$ cat config.mk
export PLATFORM = sky130hd
export DESIGN_NAME = dct8_da_core
export DESIGN_NICKNAME = d
export VERILOG_FILES = /design/src/rtl/dct8_pkg.sv /design/src/rtl/dct8_butterfly.sv /design/src/rtl/dct8_da_pe.sv /design/src/rtl/dct8_ecat.sv /design/src/rtl/dct8_da_core.sv
export SDC_FILE = /design/constraint.sdc
export NUM_CORES = 2
export LEC_CHECK = 0
export BUFFER_PORTS_ARGS = -buffer_cell sky130_fd_sc_hd__buf_2
export CORE_MARGIN = 5
export CORE_UTILIZATION = 40
export CTS_BUF_LIST = sky130_fd_sc_hd__clkbuf_4 sky130_fd_sc_hd__clkbuf_8
export DETAILED_ROUTE_END_ITERATION = 10
export GPL_ROUTABILITY_DRIVEN = 0
export GPL_TIMING_DRIVEN = 0
export PLACE_DENSITY = 0.61
export RECOVER_POWER = 50
export SLEW_MARGIN = 15
export SYNTH_ARGS = -nofsm -noshare
export SYNTH_HDL_FRONTEND = slang
export SYNTH_SLANG_ARGS = --single-unit
$ cat constraint.sdc
create_clock -name clk -period 5.7 [get_ports clk]
set_input_delay 1.14 -clock clk [delete_from_list [all_inputs] [get_ports clk]]
set_output_delay 1.14 -clock clk [all_outputs]
set_load 0.05 [all_outputs]
$ cat src/rtl/dct8_pkg.sv
package dct8_pkg;

  localparam int NPT   = 8;  // points per transform
  localparam int NTERM = 4;  // butterfly terms feeding one output
  localparam int CF    = 9;  // fractional bits of every cosine weight

  // round(512 * cos(m*pi/16)) for m = 1..7; other entries unused
  function automatic int cos_code(input int m);
    int r;
    case (m)
      1: r = 502;
      2: r = 473;
      3: r = 426;
      4: r = 362;
      5: r = 284;
      6: r = 196;
      7: r = 100;
      default: r = 0;
    endcase
    return r;
  endfunction

  // signed weight of cos(m*pi/16) for any m >= 0, folded into the first octant
  function automatic int fold_code(input int m0);
    int m;
    m = m0 % 32;
    if (m <= 8)       return cos_code(m);
    else if (m <= 16) return -cos_code(16 - m);
    else if (m <= 24) return -cos_code(m - 16);
    else              return cos_code(32 - m);
  endfunction

  // weight applied to butterfly term i when forming output k
  function automatic int coef_code(input int k, input int i);
    if (k == 0)     return (i == 0) ? cos_code(4) : 0;
    if (k % 2 == 0) return (i < 2) ? fold_code((2 * i + 1) * k) : 0;
    return fold_code((2 * i + 1) * k);
  endfunction

  function automatic int abs_i(input int v);
    return (v < 0) ? -v : v;
  endfunction

  // number of bit-level words that lose bits below the guard point
  function automatic int trunc_words(input int g);
    return (CF > g) ? CF - g : 0;
  endfunction

  // average carry lost by the dropped bits, in guard units
  function automatic int tree_bias(input int g);
    return trunc_words(g) / 2;
  endfunction

  // worst-case tree deviation, in units of 2^-CF
  function automatic int tree_bound(input int g);
    return (1 << (CF - 1)) + (tree_bias(g) + 1) * (1 << (CF - g));
  endfunction

endpackage

$ cat src/rtl/dct8_butterfly.sv
module dct8_butterfly
  import dct8_pkg::*;
#(
  parameter int IN_W = 8,
  parameter int TW   = IN_W + 3
) (
  input  logic [NPT*IN_W-1:0]   samples,
  output logic signed [TW-1:0]  tsel [NPT][NTERM]
);

  logic signed [IN_W-1:0] x   [NPT];
  logic signed [TW-1:0]   ps  [NTERM];  // mirrored-pair sums
  logic signed [TW-1:0]   pd  [NTERM];  // mirrored-pair differences
  logic signed [TW-1:0]   ee0, ee1, eo0, eo1, a_sum;

  for (genvar n = 0; n < NPT; n++) begin : g_unpack
    assign x[n] = samples[n*IN_W +: IN_W];
  end

  for (genvar i = 0; i < NTERM; i++) begin : g_fold
    assign ps[i] = TW'(x[i]) + TW'(x[NPT-1-i]);
    assign pd[i] = TW'(x[i]) - TW'(x[NPT-1-i]);
  end

  // even section split into even-even and even-odd halves
  assign ee0   = ps[0] + ps[3];
  assign ee1   = ps[1] + ps[2];
  assign eo0   = ps[0] - ps[3];
  assign eo1   = ps[1] - ps[2];
  assign a_sum = ee0 + ee1;

  always_comb begin
    for (int k = 0; k < NPT; k++) begin
      for (int i = 0; i < NTERM; i++) begin
        tsel[k][i] = '0;
      end
    end
    tsel[0][0] = a_sum;
    tsel[4][0] = ee0;
    tsel[4][1] = ee1;
    tsel[2][0] = eo0;
    tsel[2][1] = eo1;
    tsel[6][0] = eo0;
    tsel[6][1] = eo1;
    for (int k = 1; k < NPT; k += 2) begin
      for (int i = 0; i < NTERM; i++) begin
        tsel[k][i] = pd[i];
      end
    end
  end

endmodule

$ cat src/rtl/dct8_da_pe.sv
module dct8_da_pe
  import dct8_pkg::*;
#(
  parameter int TW = 11,
  parameter int YW = TW + 2,
  parameter int K  = 0
) (
  input  logic signed [TW-1:0] terms [NTERM],
  output logic signed [YW-1:0] words [CF]
);

  localparam int CODE [NTERM] = '{coef_code(K, 0), coef_code(K, 1),
                                  coef_code(K, 2), coef_code(K, 3)};

  logic signed [YW-1:0] acc;

  // words[j-1] carries weight 2^-j: the signed sum of the terms whose
  // weight magnitude has bit (CF-j) set
  always_comb begin
    for (int j = 1; j <= CF; j++) begin
      acc = '0;
      for (int i = 0; i < NTERM; i++) begin
        if (((abs_i(CODE[i]) >> (CF - j)) & 1) == 1) begin
          if (CODE[i] < 0) acc = acc - YW'(terms[i]);
          else             acc = acc + YW'(terms[i]);
        end
      end
      words[j-1] = acc;
    end
  end

endmodule

$ cat src/rtl/dct8_ecat.sv
module dct8_ecat
  import dct8_pkg::*;
#(
  parameter int YW = 13,
  parameter int OW = 11,
  parameter int G  = 4
) (
  input  logic                 clk,
  input  logic                 rst_n,
  input  logic                 chk_en,
  input  logic signed [YW-1:0] words [CF],
  output logic signed [OW-1:0] coef
);

  localparam int AW    = YW + G + 4;
  localparam int BIAS  = tree_bias(G);
  localparam int HALF  = (1 << G) >> 1;
  localparam int EW    = YW + CF + 2;
  localparam int BOUND = tree_bound(G);
  localparam logic signed [EW-1:0] BND = EW'(BOUND);

  logic signed [AW-1:0] acc;
  logic signed [AW-1:0] w;

  // all words aligned in parallel; bits below the guard point dropped,
  // then bias for the lost carries plus half an LSB for rounding
  always_comb begin
    acc = AW'(BIAS + HALF);
    for (int j = 1; j <= CF; j++) begin
      w   = AW'(words[j-1]);
      w   = w <<< G;
      w   = w >>> j;
      acc = acc + w;
    end
  end

  assign coef = OW'(acc >>> G);

  // exact value of the same words, for the accuracy check below
  logic signed [EW-1:0] exact;
  logic signed [EW-1:0] scaled;
  logic signed [EW-1:0] dev;

  always_comb begin
    exact = '0;
    for (int j = 1; j <= CF; j++) begin
      exact = exact + (EW'(words[j-1]) <<< (CF - j));
    end
  end

  assign scaled = EW'(coef) <<< CF;
  assign dev    = scaled - exact;

  AST_TREE_ERR_BOUND: assert property (@(posedge clk) disable iff (!rst_n)
    chk_en |-> ((dev <= BND) && (dev >= -BND)))
    else $error("tree deviation out of bound");

endmodule

$ cat src/rtl/dct8_da_core.sv
module dct8_da_core
  import dct8_pkg::*;
#(
  parameter int IN_W  = 8,
  parameter int GUARD = 4,
  parameter int OUT_W = IN_W + 3
) (
  input  logic                  clk,
  input  logic                  rst_n,
  input  logic                  in_valid,
  input  logic [NPT*IN_W-1:0]   in_samples,
  output logic                  out_valid,
  output logic [NPT*OUT_W-1:0]  out_coefs
);

  localparam int TW = IN_W + 3;
  localparam int YW = TW + 2;
  localparam int HW = NPT / 2;

  logic signed [TW-1:0]    bf_terms [NPT][NTERM];
  logic signed [YW-1:0]    y_d      [NPT][CF];
  logic signed [YW-1:0]    y_q      [NPT][CF];
  logic signed [OUT_W-1:0] z_d      [NPT];
  logic signed [OUT_W-1:0] z_q      [NPT];
  logic                    v1;
  logic                    mirror_d, mirror_q;

  dct8_butterfly #(.IN_W(IN_W), .TW(TW)) u_bfly (
    .samples (in_samples),
    .tsel    (bf_terms)
  );

  for (genvar k = 0; k < NPT; k++) begin : g_lane
    dct8_da_pe #(.TW(TW), .YW(YW), .K(k)) u_pe (
      .terms (bf_terms[k]),
      .words (y_d[k])
    );
    dct8_ecat #(.YW(YW), .OW(OUT_W), .G(GUARD)) u_tree (
      .clk    (clk),
      .rst_n  (rst_n),
      .chk_en (v1),
      .words  (y_q[k]),
      .coef   (z_d[k])
    );
    assign out_coefs[k*OUT_W +: OUT_W] = z_q[k];
  end

  // event: input set is symmetric about its centre
  always_comb begin
    mirror_d = 1'b1;
    for (int i = 0; i < HW; i++) begin
      if (in_samples[i*IN_W +: IN_W] != in_samples[(NPT-1-i)*IN_W +: IN_W])
        mirror_d = 1'b0;
    end
  end

  always_ff @(posedge clk or negedge rst_n) begin
    if (!rst_n) begin
      v1        <= 1'b0;
      out_valid <= 1'b0;
      mirror_q  <= 1'b0;
      for (int k = 0; k < NPT; k++) begin
        z_q[k] <= '0;
        for (int j = 0; j < CF; j++) y_q[k][j] <= '0;
      end
    end else begin
      v1        <= in_valid;
      out_valid <= v1;
      if (in_valid) begin
        y_q      <= y_d;
        mirror_q <= mirror_d;
      end
      if (v1) z_q <= z_d;
    end
  end

  logic odd_all_zero;
  assign odd_all_zero = (z_q[1] == '0) && (z_q[3] == '0) &&
                        (z_q[5] == '0) && (z_q[7] == '0);

  AST_LAT_STAGE1: assert property (@(posedge clk) disable iff (!rst_n)
    in_valid |=> v1) else $error("stage 1 missed a set");
  AST_LAT_STAGE2: assert property (@(posedge clk) disable iff (!rst_n)
    v1 |=> out_valid) else $error("stage 2 missed a set");
  AST_NO_SPURIOUS: assert property (@(posedge clk) disable iff (!rst_n)
    !v1 |=> !out_valid) else $error("spurious out_valid");
  AST_HOLD_IDLE: assert property (@(posedge clk) disable iff (!rst_n)
    !v1 |=> $stable(out_coefs)) else $error("result changed while idle");
  AST_MIRROR_ODD: assert property (@(posedge clk) disable iff (!rst_n)
    (v1 && mirror_q) |=> odd_all_zero) else $error("odd part not zero");

endmodule

# [Yosys cells after proc, flatten, opt, wreduce, memory -nomap -nowiden]
# Index checks and enable logic that the tools add are counted.
[word_totals] register_bits=451 in_bits=67 out_inout_bits=89 wordCells=142
[classes] addsub=100
[ops] op="adder 15 x 12 -> 15 bit" count=10
[ops] op="adder 15 x 9 -> 15 bit" count=8
[ops] op="adder 15 x 8 -> 15 bit" count=6
[ops] op="adder 5 x 14 -> 15 bit, first input constant" count=6
[ops] op="adder 10 x 9 -> 11 bit" count=7
[ops] op="subtractor 10 x 9 -> 11 bit" count=7
[ops] op="adder 15 x 11 -> 15 bit" count=5
[ops] op="adder 15 x 13 -> 15 bit" count=4
[ops] op="adder 15 x 6 -> 15 bit" count=4
[ops] op="adder 15 x 7 -> 15 bit" count=4
[ops] op="adder 9 x 9 -> 10 bit" count=6
[ops] op="subtractor 9 x 9 -> 10 bit" count=6
[ops] op="adder 15 x 10 -> 15 bit" count=3
[ops] op="adder 8 x 8 -> 9 bit" count=4
[ops] op="subtractor 8 x 8 -> 9 bit" count=4
[ops] op="adder 10 x 10 -> 11 bit" count=2
[ops] op="subtractor 10 x 10 -> 11 bit" count=2
[ops] op="subtractor 1 x 9 -> 10 bit, first input constant" count=2
[ops] op="adder 14 x 13 -> 15 bit" count=1
[ops] op="adder 15 x 14 -> 15 bit" count=1
[ops] op="adder 15 bit" count=1
[ops] op="adder 15 x 5 -> 15 bit" count=1
[ops] op="adder 5 x 15 -> 15 bit, first input constant" count=1
[ops] op="adder 5 x 13 -> 14 bit, first input constant" count=1
[ops] op="other kinds (4)" count=4

# [Longest topological paths before layout]
[logic_depth] word_depth=8 ltp_mapped=24 depth_no_buf=22

# [Modules after synthesis]
# A second synthesis with hierarchy kept.
[hier_totals] hier_cells=8271 hier_area_um2=89219.3
[modules_own_cells] module="dct8_da_core" n_inst=1 cells_each=2164 area_each_um2=38166.6 seq_area_each_um2=25674.6
[modules_own_cells] module="dct8_ecat at g_lane[0].u_tree ..." n_inst=6 cells_each=302 area_each_um2=2920.3 seq_area_each_um2=0.0
[modules_own_cells] module="dct8_butterfly" n_inst=1 cells_each=878 area_each_um2=6493.7 seq_area_each_um2=0.0
[modules_own_cells] module="dct8_da_pe at g_lane[7].u_pe" n_inst=1 cells_each=630 area_each_um2=4740.8 seq_area_each_um2=0.0
[modules_own_cells] module="dct8_da_pe at g_lane[3].u_pe" n_inst=1 cells_each=541 area_each_um2=4221.5 seq_area_each_um2=0.0
[modules_own_cells] module="dct8_da_pe at g_lane[1].u_pe" n_inst=1 cells_each=490 area_each_um2=3731.1 seq_area_each_um2=0.0
[modules_own_cells] module="dct8_da_pe at g_lane[5].u_pe" n_inst=1 cells_each=494 area_each_um2=3699.8 seq_area_each_um2=0.0
[modules_own_cells] module="dct8_ecat at g_lane[3].u_tree" n_inst=1 cells_each=305 area_each_um2=2909.0 seq_area_each_um2=0.0
[modules_own_cells] module="dct8_ecat at g_lane[7].u_tree" n_inst=1 cells_each=305 area_each_um2=2892.8 seq_area_each_um2=0.0
[modules_own_cells] module="dct8_da_pe at g_lane[6].u_pe" n_inst=1 cells_each=195 area_each_um2=1418.9 seq_area_each_um2=0.0
[modules_own_cells] module="dct8_da_pe at g_lane[4].u_pe" n_inst=1 cells_each=180 area_each_um2=1315.0 seq_area_each_um2=0.0
[modules_own_cells] module="dct8_da_pe at g_lane[2].u_pe" n_inst=1 cells_each=159 area_each_um2=1226.2 seq_area_each_um2=0.0
[modules_own_cells] module="dct8_da_pe at g_lane[0].u_pe" n_inst=1 cells_each=118 area_each_um2=882.1 seq_area_each_um2=0.0

# [Least setup slack after synthesis]
# No wires, ideal clock.
[synth_path] path_kind="input to register" startpoint="in in_samples[8]" endpoint="reg y_q[114] (netlist bit)" setup_time_ps=82 arrival_ps=5425 t_required_ps=5618 path_slack_ps=193 cell_stages=22 path_buffers=2 cell_sequence="inv_1 > ha_1 > inv_1 > fa_1 > xnor2_1 > nand3_1 > nor3_1 > nor3b_1 > xnor2_1 > ha_1 > clkbuf_1 > o21a_1 > nor2_1 > a21oi_1 > xnor2_1 > ha_1 > clkbuf_1 > nor2_1 > nand2_1 > a21oi_1 > or4_1 > a31oi_1"
[synth_lines] item="from (decl)" line_no="dct8_da_core.sv:11" text="input logic [NPT*IN_W-1:0] in_samples,"
[synth_lines] item="to (signal assigned)" line_no="dct8_da_core.sv:70" text="y_q <= y_d;"
[synth_lines] item="to (decl)" line_no="dct8_da_core.sv:22" text="logic signed [YW-1:0] y_q [NPT][CF];"

==> reports/results.ini <==
[place]
dp_cells=6403
io_buffer_count=155
dpl.hpwl_um=126000
placed_area_sq_mm=0.0486

[detailed_routing]
routed_wl_um=154000
drtAntennaViolNets=0
wl_per_cell_um=23.5
wirelength_met1_um=66300
route.met3.wl_um=13900
highest-signal-layer=met5
drc_errors=0
vias=35600
routed-wl-met2_um=67800
vias_per_cell=5.43
drt_first_iter_violations=3094
first_pass_iters=8

[yosys]
async_reset_ff_share_pct=100
ys_warn_count=0
syn_area_sq_mm=0.0456
synth_edf_count=0
synth-seq-cells=410
ys_seq_area_share_pct=22.5
postSynthAreaPerCell_sq_um=9.63
syn_inst=4735
synth_cell_types=72
synth_nets=5862
synth_ff_type=dfrtp_1

[sta]
fin_skew_ns=0.0506
post-route-min-period_ns=5.56
finalMaxSlewViolations=114
maxSlewHeadroom_pct=-116
period_share_pct=97.6
worst_pin_slew_ns=3.24
hold_violations=0
fmax_mhz=180
final-setup-viol-count=0

[die]
initial_core_util_pct=40.4
die_w_um=348
dieArea_sq_mm=0.121
fp-row-count=123
die-height_um=348
core_sq_mm=0.113
ios=156

[setup_path]
cp-start-kind=input pin
r2r_setup_slack_ns=0.20
path_class=input pin to flop
regToRegStartpoint=y_q[724]$_DFFE_PN0P_
worstPathCellList=buf_2 > inv_1 > ha_1 > inv_1 > fa_1 > inv_1 > ha_2 > xor2_4 > ha_1 > nor2b_1 > o21ai_1 > a21boi_0 > o21ai_1 > nor2b_1 > xnor2_2 > ha_2 > inv_1 > a21oi_1 > a21oi_1 > or4_1 > a31oi_1
r2r_end=out_coefs[18]$_DFFE_PN0P_
worstPathArrival_ns=6.21
critPathSlowestCell=fa_1
reg2regPathDepth=14
cpPeakStageDelay_ns=0.68
cp.required_ns=6.35
crit_fanout=8
timing.critical_path.mode_cell=inv_1
critical_path.endpoint_type=flop

[global_routing]
gr-usage-all-layers_pct=25.3
grt_max_degree=96
grt_pass1_vias=35200
overflow=0
grt_pass1_wl_um=229000
antenna_found_initial=4

[clock_network]
cts_tree=built
clock_path_buffers=3
path_clk_slew_ns=0.06
worstSkewPairLatency_ns=0.75
ctsHtreeMaxLevel=3
cts_num_sinks=410
cts-root-buf=clkbuf_8
cts_made_buffers=80

[final_layout]
syn_to_final_growth_pct=11.4
final_common_cell=inv_1
final_cell_mix=790 x inv_1, 615 x ha_1, 438 x fa_1
final_cell_area_sq_mm=0.0508
final_layout_size_suffix_gt1_share_pct=11.2
fill_cells=10900
final_nets=6122
fin_cells=6557

[hold_path]
holdPathEnd=out_valid$_DFF_PN0_
hold_start=v1$_DFF_PN0_
min_path_cells=0
min_path_type=flop to flop

[run_status]
failed_checks=capacitance limit, slew limit
status=complete, but fails checks

[run]
drv_cap=2

-- stage by stage --
stage / hold slack [ns] / TNS, ns / utilization (%) / setup WS, ns
after floorplan: 0.352 / 0 / - / 0.193
after global placement: 0.415 / -2322.51 / 42.8 / -5.56
after detailed placement: 0.411 / -40.59 / 43.1 / -1.46
after CTS: 0.306 / 0 / 44.9 / 0.00562
after global routing: 0.444 / -0.0549 / 45.0 / -0.0482
final: 0.441 / 0 / 45.0 / 0.136
-- what timing repair did --
| action | CTS | global route |
|---|---|---|
| pin swaps | 1 | 5 |
| setup endpoints to repair | 18 | 30 |
| hold buffers | 0 | 0 |
| setup buffers | 2 | 14 |
| gates resized for setup | 27 | 44 |
-- how the worst max path moves through the flow --
stage,endpoint,from,cells after the start
floorplan,y_q[114]$_DFFE_PN0P_,in_samples[8],22
global placement,out_coefs[63]$_DFFE_PN0P_,rst_n,1
detailed placement,y_q[115]$_DFFE_PN0P_,in_samples[8],19
CTS,y_q[506]$_DFFE_PN0P_,in_samples[8],21
global route,y_q[36]$_DFFE_PN0P_,in_samples[8],23
finish,y_q[114]$_DFFE_PN0P_,in_samples[8],21
-- final cells by class --
class	count	area (sq um)	share of cell area, %
Clock inverter	18	253	0.497
Clock buffer	122	1540	3.03
Multi-Input combinational cell	3389	32300	63.6
Inverter	792	2980	5.86
Buffer	138	549	1.08
Timing Repair Buffer	184	1030	2.03
Antenna cell	4	10.0	0.0197
Sequential cell	410	10300	20.2
Tap cell	1500	1880	3.69
-- registers in the layout, summed over array words and instances, names as in the netlist --
signal	count
v1	1
out_coefs	88
out_valid	1
y_q	320
-- worst max-delay path: cells and delay by family --
family	cells	cell delay [ns]
and+or+nand+nor	3	0.91
xor gates and xnor gates	2	0.44
AOI/OAI and AO/OA	6	1.32
buffers and inverters	5	0.47
adders and majority gates	5	1.91
-- kinds of logic (layout without fill, tap and decap cells) --
logic type	Yosys count	in the layout	synth area share [%]
fa+ha+maj	1061	1061	36.3
compound gates	1031	1031	14.5
buf+inv	936	1254	7.74
simple gates	810	810	8.66
flops	410	410	22.5
xor+xnor	320	320	6.14
mux	167	167	4.11
other cells	0	4	0
-- routing by layer --
layer,GRT usage (%),vias up
met5,0,-
met4,8.97,2
met3,5.61,278
met2,39.2,1420
met1,34.9,17500
li1,-,16400
-- cell usage after synthesis (79+ instances only) --
master | count | share of area, %
fa_1 | 440 | 19
nor2_1 | 276 | 2.3
mux2_2 | 158 | 3.9
a21o_1 | 109 | 1.8
o21bai_1 | 79 | 1.3
nand2_1 | 166 | 1.4
clkbuf_1 | 115 | 0.95
o21ai_0 | 175 | 1.9
dfrtp_1 | 410 | 22
inv_1 | 792 | 6.5
a21oi_1 | 306 | 3.4
ha_1 | 620 | 17
xnor2_1 | 244 | 4.7
Power is left out: the tool's default activity adds up to more than one toggle a clock period on the data nets, which glitch-free logic cannot reach.
